**config.mk**
```make
export PLATFORM = sky130hd
export DESIGN_NAME = prio_intc
export DESIGN_NICKNAME = d
export VERILOG_FILES = /design/src/rtl/pic_pkg.sv /design/src/rtl/pic_arbiter.sv /design/src/rtl/pic_lifo.sv /design/src/rtl/pic_regs.sv /design/src/rtl/prio_intc.sv
export SDC_FILE = /design/constraint.sdc
export NUM_CORES = 1
export LEC_CHECK = 0
export BUFFER_PORTS_ARGS = -buffer_cell sky130_fd_sc_hd__buf_2
export CORE_MARGIN = 2
export CORE_UTILIZATION = 56
export CTS_CLUSTER_SIZE = 30
export DETAILED_ROUTE_END_ITERATION = 12
export PLACE_DENSITY_LB_ADDON = 0.2
export REMOVE_ABC_BUFFERS = 1
export SLEW_MARGIN = 25
export SYNTH_ARGS = -nofsm -noshare
export SYNTH_HDL_FRONTEND = slang
export SYNTH_HIERARCHICAL = 1
export SYNTH_SLANG_ARGS = --single-unit
```
**constraint.sdc**
```tcl
create_clock -name clk -period 20 [get_ports clk]
set_input_delay 1 -clock clk [delete_from_list [all_inputs] [get_ports clk]]
set_output_delay 1 -clock clk [all_outputs]
set_load 0.02 [all_outputs]
```
**src/rtl/pic_pkg.sv**
```systemverilog
package pic_pkg;
  localparam int PRIO_W = 4;
  localparam int ADDR_W = 6;
  typedef logic [PRIO_W-1:0] prio_t;

  localparam logic [ADDR_W-1:0] ADR_SWSET  = 6'h20;
  localparam logic [ADDR_W-1:0] ADR_SWCLR  = 6'h21;
  localparam logic [ADDR_W-1:0] ADR_CURPRI = 6'h22;
  localparam logic [ADDR_W-1:0] ADR_ACK    = 6'h23;
  localparam logic [ADDR_W-1:0] ADR_EOI    = 6'h24;
  localparam logic [ADDR_W-1:0] ADR_STAT   = 6'h25;
endpackage

```
**src/rtl/pic_arbiter.sv**
```systemverilog
module pic_arbiter
  import pic_pkg::*;
#(
  parameter int N     = 12,
  parameter int IDX_W = 4
) (
  input  logic [N-1:0]        pend,
  input  logic [N*PRIO_W-1:0] prio_flat,
  output logic [IDX_W-1:0]    win_idx,
  output prio_t               win_prio,
  output logic                win_valid
);
  prio_t       pr   [N];
  logic [N-1:0] elig;

  for (genvar g = 0; g < N; g++) begin : g_src
    assign pr[g]   = prio_flat[g*PRIO_W +: PRIO_W];
    assign elig[g] = pend[g] && (pr[g] != '0);
  end

  // Strict compare while scanning upward: lowest index keeps ties.
  always_comb begin
    win_idx  = '0;
    win_prio = '0;
    for (int i = 0; i < N; i++) begin
      if (elig[i] && (pr[i] > win_prio)) begin
        win_idx  = IDX_W'(i);
        win_prio = pr[i];
      end
    end
  end

  assign win_valid = (win_prio != '0);
endmodule

```
**src/rtl/pic_lifo.sv**
```systemverilog
module pic_lifo
  import pic_pkg::*;
#(
  parameter int DEPTH = 15,
  parameter int CNT_W = $clog2(DEPTH + 1)
) (
  input  logic             clk,
  input  logic             rst_n,
  input  logic             push,
  input  logic             pop,
  input  prio_t            din,
  output prio_t            top,
  output logic             full,
  output logic             empty,
  output logic [CNT_W-1:0] count
);
  prio_t            mem [DEPTH];
  logic [CNT_W-1:0] cnt_q;

  assign full  = (cnt_q == CNT_W'(DEPTH));
  assign empty = (cnt_q == '0);
  assign count = cnt_q;
  assign top   = empty ? '0 : mem[cnt_q - CNT_W'(1)];

  always_ff @(posedge clk or negedge rst_n) begin
    if (!rst_n) begin
      cnt_q <= '0;
    end else if (push && !full) begin
      cnt_q <= cnt_q + CNT_W'(1);
    end else if (pop && !empty) begin
      cnt_q <= cnt_q - CNT_W'(1);
    end
  end

  always_ff @(posedge clk) begin
    if (push && !full) mem[cnt_q] <= din;
  end
endmodule

```
**src/rtl/pic_regs.sv**
```systemverilog
module pic_regs
  import pic_pkg::*;
#(
  parameter int NUM_HW = 8,
  parameter int NUM_SW = 4,
  parameter int DATA_W = 16,
  parameter int NUM_SRC = NUM_HW + NUM_SW
) (
  input  logic                      clk,
  input  logic                      rst_n,
  input  logic                      wr_en,
  input  logic [ADDR_W-1:0]         addr,
  input  logic [DATA_W-1:0]         wdata,
  input  logic                      ovf_set,
  input  logic                      unf_set,
  output logic [NUM_SRC*PRIO_W-1:0] prio_flat,
  output logic [NUM_SW-1:0]         sw_flags,
  output logic                      ovf,
  output logic                      unf
);
  for (genvar g = 0; g < NUM_SRC; g++) begin : g_prio
    prio_t p_q;
    always_ff @(posedge clk or negedge rst_n) begin
      if (!rst_n)                               p_q <= '0;
      else if (wr_en && addr == ADDR_W'(g))     p_q <= wdata[PRIO_W-1:0];
    end
    assign prio_flat[g*PRIO_W +: PRIO_W] = p_q;
  end

  always_ff @(posedge clk or negedge rst_n) begin
    if (!rst_n) begin
      sw_flags <= '0;
    end else if (wr_en && addr == ADR_SWSET) begin
      sw_flags <= sw_flags | wdata[NUM_SW-1:0];
    end else if (wr_en && addr == ADR_SWCLR) begin
      sw_flags <= sw_flags & ~wdata[NUM_SW-1:0];
    end
  end

  always_ff @(posedge clk or negedge rst_n) begin
    if (!rst_n) begin
      ovf <= 1'b0;
      unf <= 1'b0;
    end else begin
      if (wr_en && addr == ADR_STAT) begin
        ovf <= 1'b0;
        unf <= 1'b0;
      end
      if (ovf_set) ovf <= 1'b1;
      if (unf_set) unf <= 1'b1;
    end
  end
endmodule

```
**src/rtl/prio_intc.sv**
```systemverilog
module prio_intc
  import pic_pkg::*;
#(
  parameter int NUM_HW = 8,
  parameter int NUM_SW = 4,
  parameter int DEPTH  = 15,
  parameter int DATA_W = 16
) (
  input  logic              clk,
  input  logic              rst_n,
  input  logic [NUM_HW-1:0] hw_irq,
  input  logic              bus_valid,
  output logic              bus_ready,
  input  logic              bus_we,
  input  logic [ADDR_W-1:0] bus_addr,
  input  logic [DATA_W-1:0] bus_wdata,
  output logic              rd_valid,
  output logic [DATA_W-1:0] rd_data,
  output logic              irq_o
);
  localparam int NUM_SRC = NUM_HW + NUM_SW;
  localparam int IDX_W   = (NUM_SRC > 1) ? $clog2(NUM_SRC) : 1;
  localparam int CNT_W   = $clog2(DEPTH + 1);

  logic rd_fire, wr_fire, ack_fire, eoi_fire, cur_wr;
  assign bus_ready = 1'b1;
  assign rd_fire   = bus_valid && !bus_we;
  assign wr_fire   = bus_valid && bus_we;
  assign ack_fire  = rd_fire && (bus_addr == ADR_ACK);
  assign eoi_fire  = wr_fire && (bus_addr == ADR_EOI);
  assign cur_wr    = wr_fire && (bus_addr == ADR_CURPRI);

  logic [NUM_SRC*PRIO_W-1:0] prio_flat;
  logic [NUM_SW-1:0]         sw_flags;
  logic                      ovf, unf;
  logic                      lifo_full, lifo_empty;
  prio_t                     lifo_top;
  logic [CNT_W-1:0]          lifo_cnt;
  prio_t                     cur_prio;

  pic_regs #(.NUM_HW(NUM_HW), .NUM_SW(NUM_SW), .DATA_W(DATA_W)) u_regs (
    .clk(clk), .rst_n(rst_n), .wr_en(wr_fire), .addr(bus_addr),
    .wdata(bus_wdata), .ovf_set(ack_fire && lifo_full),
    .unf_set(eoi_fire && lifo_empty), .prio_flat(prio_flat),
    .sw_flags(sw_flags), .ovf(ovf), .unf(unf)
  );

  pic_lifo #(.DEPTH(DEPTH)) u_lifo (
    .clk(clk), .rst_n(rst_n), .push(ack_fire), .pop(eoi_fire),
    .din(cur_prio), .top(lifo_top), .full(lifo_full),
    .empty(lifo_empty), .count(lifo_cnt)
  );

  logic [IDX_W-1:0] win_idx;
  prio_t            win_prio;
  logic             win_valid;

  pic_arbiter #(.N(NUM_SRC), .IDX_W(IDX_W)) u_arb (
    .pend({sw_flags, hw_irq}), .prio_flat(prio_flat),
    .win_idx(win_idx), .win_prio(win_prio), .win_valid(win_valid)
  );

  logic             irq_q, irq_d;
  logic [IDX_W-1:0] vec_q;
  prio_t            vec_prio_q;

  assign irq_d = win_valid && (win_prio > cur_prio) && !ack_fire;
  assign irq_o = irq_q;

  always_ff @(posedge clk or negedge rst_n) begin
    if (!rst_n) begin
      irq_q      <= 1'b0;
      vec_q      <= '0;
      vec_prio_q <= '0;
    end else begin
      irq_q <= irq_d;
      if (irq_d && !irq_q) begin
        vec_q      <= win_idx;
        vec_prio_q <= win_prio;
      end
    end
  end

  always_ff @(posedge clk or negedge rst_n) begin
    if (!rst_n)                       cur_prio <= '0;
    else if (ack_fire)                cur_prio <= vec_prio_q;
    else if (eoi_fire && !lifo_empty) cur_prio <= lifo_top;
    else if (cur_wr)                  cur_prio <= bus_wdata[PRIO_W-1:0];
  end

  logic [DATA_W-1:0] rd_mux;
  always_comb begin
    rd_mux = '0;
    for (int i = 0; i < NUM_SRC; i++) begin
      if (bus_addr == ADDR_W'(i)) rd_mux = DATA_W'(prio_flat[i*PRIO_W +: PRIO_W]);
    end
    case (bus_addr)
      ADR_SWSET, ADR_SWCLR: rd_mux = DATA_W'(sw_flags);
      ADR_CURPRI:           rd_mux = DATA_W'(cur_prio);
      ADR_ACK:              rd_mux = DATA_W'(vec_q);
      ADR_STAT:             rd_mux = DATA_W'({unf, ovf});
      default:              ;
    endcase
  end

  always_ff @(posedge clk or negedge rst_n) begin
    if (!rst_n) begin
      rd_valid <= 1'b0;
      rd_data  <= '0;
    end else begin
      rd_valid <= rd_fire;
      if (rd_fire) rd_data <= rd_mux;
    end
  end
endmodule

```
==> summary.md <==
| Metric | Value |
|---|---|
| Critical Path AT | `19.47 ns` |
| Number of routed nets with antenna violations | `0` |
| Layout cell share with drive strength beyond 1 | `27.7%` |
| Clock latency on the worst-skew pair | `0.42 ns` |
| Routed len/inst | `20.2 um` |
| Crit path kind | `input port to flop` |
| Hold Vio Cnt, Final | `0` |
| Max IR drop VDD | `0.0000890 V` |
| Gate Count Post-Synth | `880` |
| Status | `complete, no violations` |
| CP Launch Type | `input port` |
| Hold slack | `0.496 ns` |
| Hold_sp | `u_regs/unf` |
| Synth warn | `6` |
| Setup TNS | `0 ns` |
| Top FF cell, synth | `dfrtp_1` |
| Drt initial violations | `861` |
| Std cell rows | `47` |
| RR Startpoint | `u_regs/g_prio[0].p_q[1]` |
| Yosys reg bits | `136` |
| Pin count of the biggest net entering global routing | `77` |
| CTS max path bufs | `2` |
| Synth async-reset ratio | `55.9%` |
| Final wirelength | `23.5 mm` |
| DRC | `0` |
| Mapped Area | `0.00927 sq mm` |
| HPWL after DPL | `16.6 mm` |
| Worst-Margin Slew | `1.08 ns` |
| GRT Total Usage | `26.5%` |
| Hold WC Path Type | `flop to flop` |
| Post-route clock period utilization | `95.9%` |
| Starting Density | `56.7%` |
| Crit end category | `flop` |
| Max Used Layer | `met4` |
| IO buf count | `27` |
| Worst Hold Depth | `1` |
| Area of the die | `0.0176 sq mm` |
| Cell taking the most area after synthesis | `dfrtp_1` |
| Setup Viol. Count Final | `0` |
| H-tree Lvls | `4` |
| Pwr dens | `104 mW/mm^2` |
| Met2 routed WL | `11.6 mm` |
| Clock transition at path regs | `0.06 ns` |
| Clock skew | `0.00571 ns` |
| Instance area at placement | `0.00960 sq mm` |
| TritonCTS clock tree | `yes` |
| Max-slew headroom | `26.9%` |
| Global-route wire length before repair | `37.3 mm` |
| Die Y-Extent | `133 um` |
| GR Overflow Total | `0` |
| Final slew viol count | `0` |
| Via count | `7433` |
| Num CTS Buffers | `17` |
| Part of the Yosys area used for sequential elements | `40.0%` |
| Wire length on met1 | `10.1 mm` |
| Met3 wire len | `1.30 mm` |
| Fillers | `1303` |
| Avg Inst Size Synth | `10.5 sq um` |
| I/O pins | `53` |
| Top cell type's share of synthesized area | `20.5%` |
| Worst Hold Endpoint | `u_regs/unf` |
| Clk root buf | `clkbuf_16` |
| Antenna violations before repair | `1` |
| Most frequent cells in the layout | `dfrtp_1, mux2_2, edfxtp_1` |
| Worst-path fanout max | `8` |
| R2r setup slk | `1.12 ns` |
| Required time of the critical path | `20.30 ns` |
| FF-to-FF End | `vec_prio_q[2]` |
| Post-layout min period | `19.17 ns` |
| Most common cell after layout, fill and taps aside | `dfrtp_1` |
| Netlist cell types | `98` |
| Leak | `4.39 nW` |
| MaxCap Viol Count | `0` |
| Clock sink total | `136` |
| Crit path max-delay cell type | `o41ai_2` |
| Core Footprint | `0.0163 sq mm` |
| Post-layout net count | `1006` |
| Number of enable flip-flop cells after synthesis | `60` |
| Cells on worst reg2reg path | `103` |
| Synth top area cells | `dfrtp_1, edfxtp_1, mux2_2, ha_1, mux2i_1` |
| Most frequent cell on the critical path | `ha_1` |
| Synthesis-to-finish area growth | `13.9%` |
| Avg Vias per Cell | `6.41` |
| Cts hold-fix bufs | `0` |
| Die X-Extent | `133 um` |
| Final Instance Area | `0.0106 sq mm` |
| Fmax | `0.0522 GHz` |
| Vias in the first global route | `7282` |
| DRT Pass-1 Iters | `5` |
| RePlAce Congestion | `0.943` |
| Max stage delay on crit path | `0.42 ns` |
==> where the power goes <==
part           leakage, nW  switching, W  internal, W
logic                 2.58      0.000229     0.000201
clock network        0.269      0.000122     0.000175
registers             1.54     0.0000452     0.000322
total                 4.39      0.000396     0.000697
==> layer usage <==
| metal | GRT usage [%] | up-vias |
|---|---|---|
| li1 | - | 3406 |
| met1 | 36.3 | 3712 |
| met2 | 43.8 | 275 |
| met3 | 3.30 | 40 |
| met4 | 8.90 | 0 |
| met5 | 0 | - |
==> cells by family after synthesis <==
group	synth area share [%]
other	0.0810
multiplexers	15.6
AND/OR/NAND/NOR	15.8
XOR/XNOR	1.26
flip-flops	40.0
buffers and inverters	5.58
adder cells (fa/ha/maj)	6.32
AO/OA/AOI/OAI	15.5
==> cells in the mapped netlist (7+ instances only) <==
master	count
dfrtp_1	76
mux2_2	68
nor2_1	63
inv_1	62
edfxtp_1	60
nand2_1	60
ha_1	46
mux2i_1	36
a21oi_1	27
o21ai_0	25
nand3_1	24
a211oi_1	20
clkbuf_1	19
nor3_1	17
buf_4	16
and2_1	14
mux4_2	14
a21o_1	11
nand2b_1	11
nand4_1	11
o22ai_1	9
a31oi_1	8
buf_2	8
nor2b_1	8
o211ai_1	8
nand3b_1	7
==> critical path: cells and delay by family <==
family	cells	cell delay, ns
compound gates	39	6.73
simple gates	32	4.56
mux	10	3.13
fa+ha+maj	12	3.02
buf+inv	11	1.00
==> final cells by class <==
type	instances	area (sq um)	share of cell area (%)
Multi-Input combinational cell	644	5350	50.6
Sequential cell	136	3700	35.1
Clock buffer	18	439	4.16
Timing Repair Buffer	65	434	4.11
Tap cell	220	275	2.61
Inverter	62	233	2.20
Clock inverter	14	123	1.16
Antenna cell	1	2.50	0.0237
==> state kept, by name, indices dropped and copies added (netlist names), named ones only <==
name / cells
u_lifo/mem: 60
cur_prio: 4
u_regs/ovf: 1
u_lifo/count: 4
vec_prio_q: 4
rd_valid: 1
vec_q: 4
rd_data: 4
irq_o: 1
u_regs/g_prio.p_q: 48
u_regs/unf: 1
==> metrics by stage <==
step	utilization (%)	std cells	power (W)	worst slack [ns]
2_1_floorplan	-	842	0.000635	0.688
3_3_place_gp	58.7	1110	0.000732	-0.0532
3_5_place_dp	58.7	1110	0.000752	-0.721
4_1_cts	62.3	1142	0.00105	0.0824
5_1_grt	64.6	1160	0.00115	-0.130
6_report	64.6	1160	0.00109	0.827
==> how the worst max path moves through the flow <==
stage | depth (start not counted) | end | from | slack, ns
3_3_place_gp | 103 | vec_q[1] | hw_irq[0] | -0.05
5_1_grt | 107 | vec_prio_q[2] | hw_irq[0] | -0.13
2_1_floorplan | 100 | vec_prio_q[0] | hw_irq[0] | 0.69
6_report | 104 | vec_prio_q[2] | hw_irq[0] | 0.83
3_5_place_dp | 102 | vec_prio_q[2] | hw_irq[0] | -0.72
4_1_cts | 101 | vec_prio_q[2] | hw_irq[0] | 0.08
==> repair_timing <==
action,in CTS,in global routing
pin swaps,0,20
gates cloned,0,0
setup endpoints to repair,8,9
buffers inserted,0,17
resized for setup,5,59
Power figures use the tool's default switching activity.
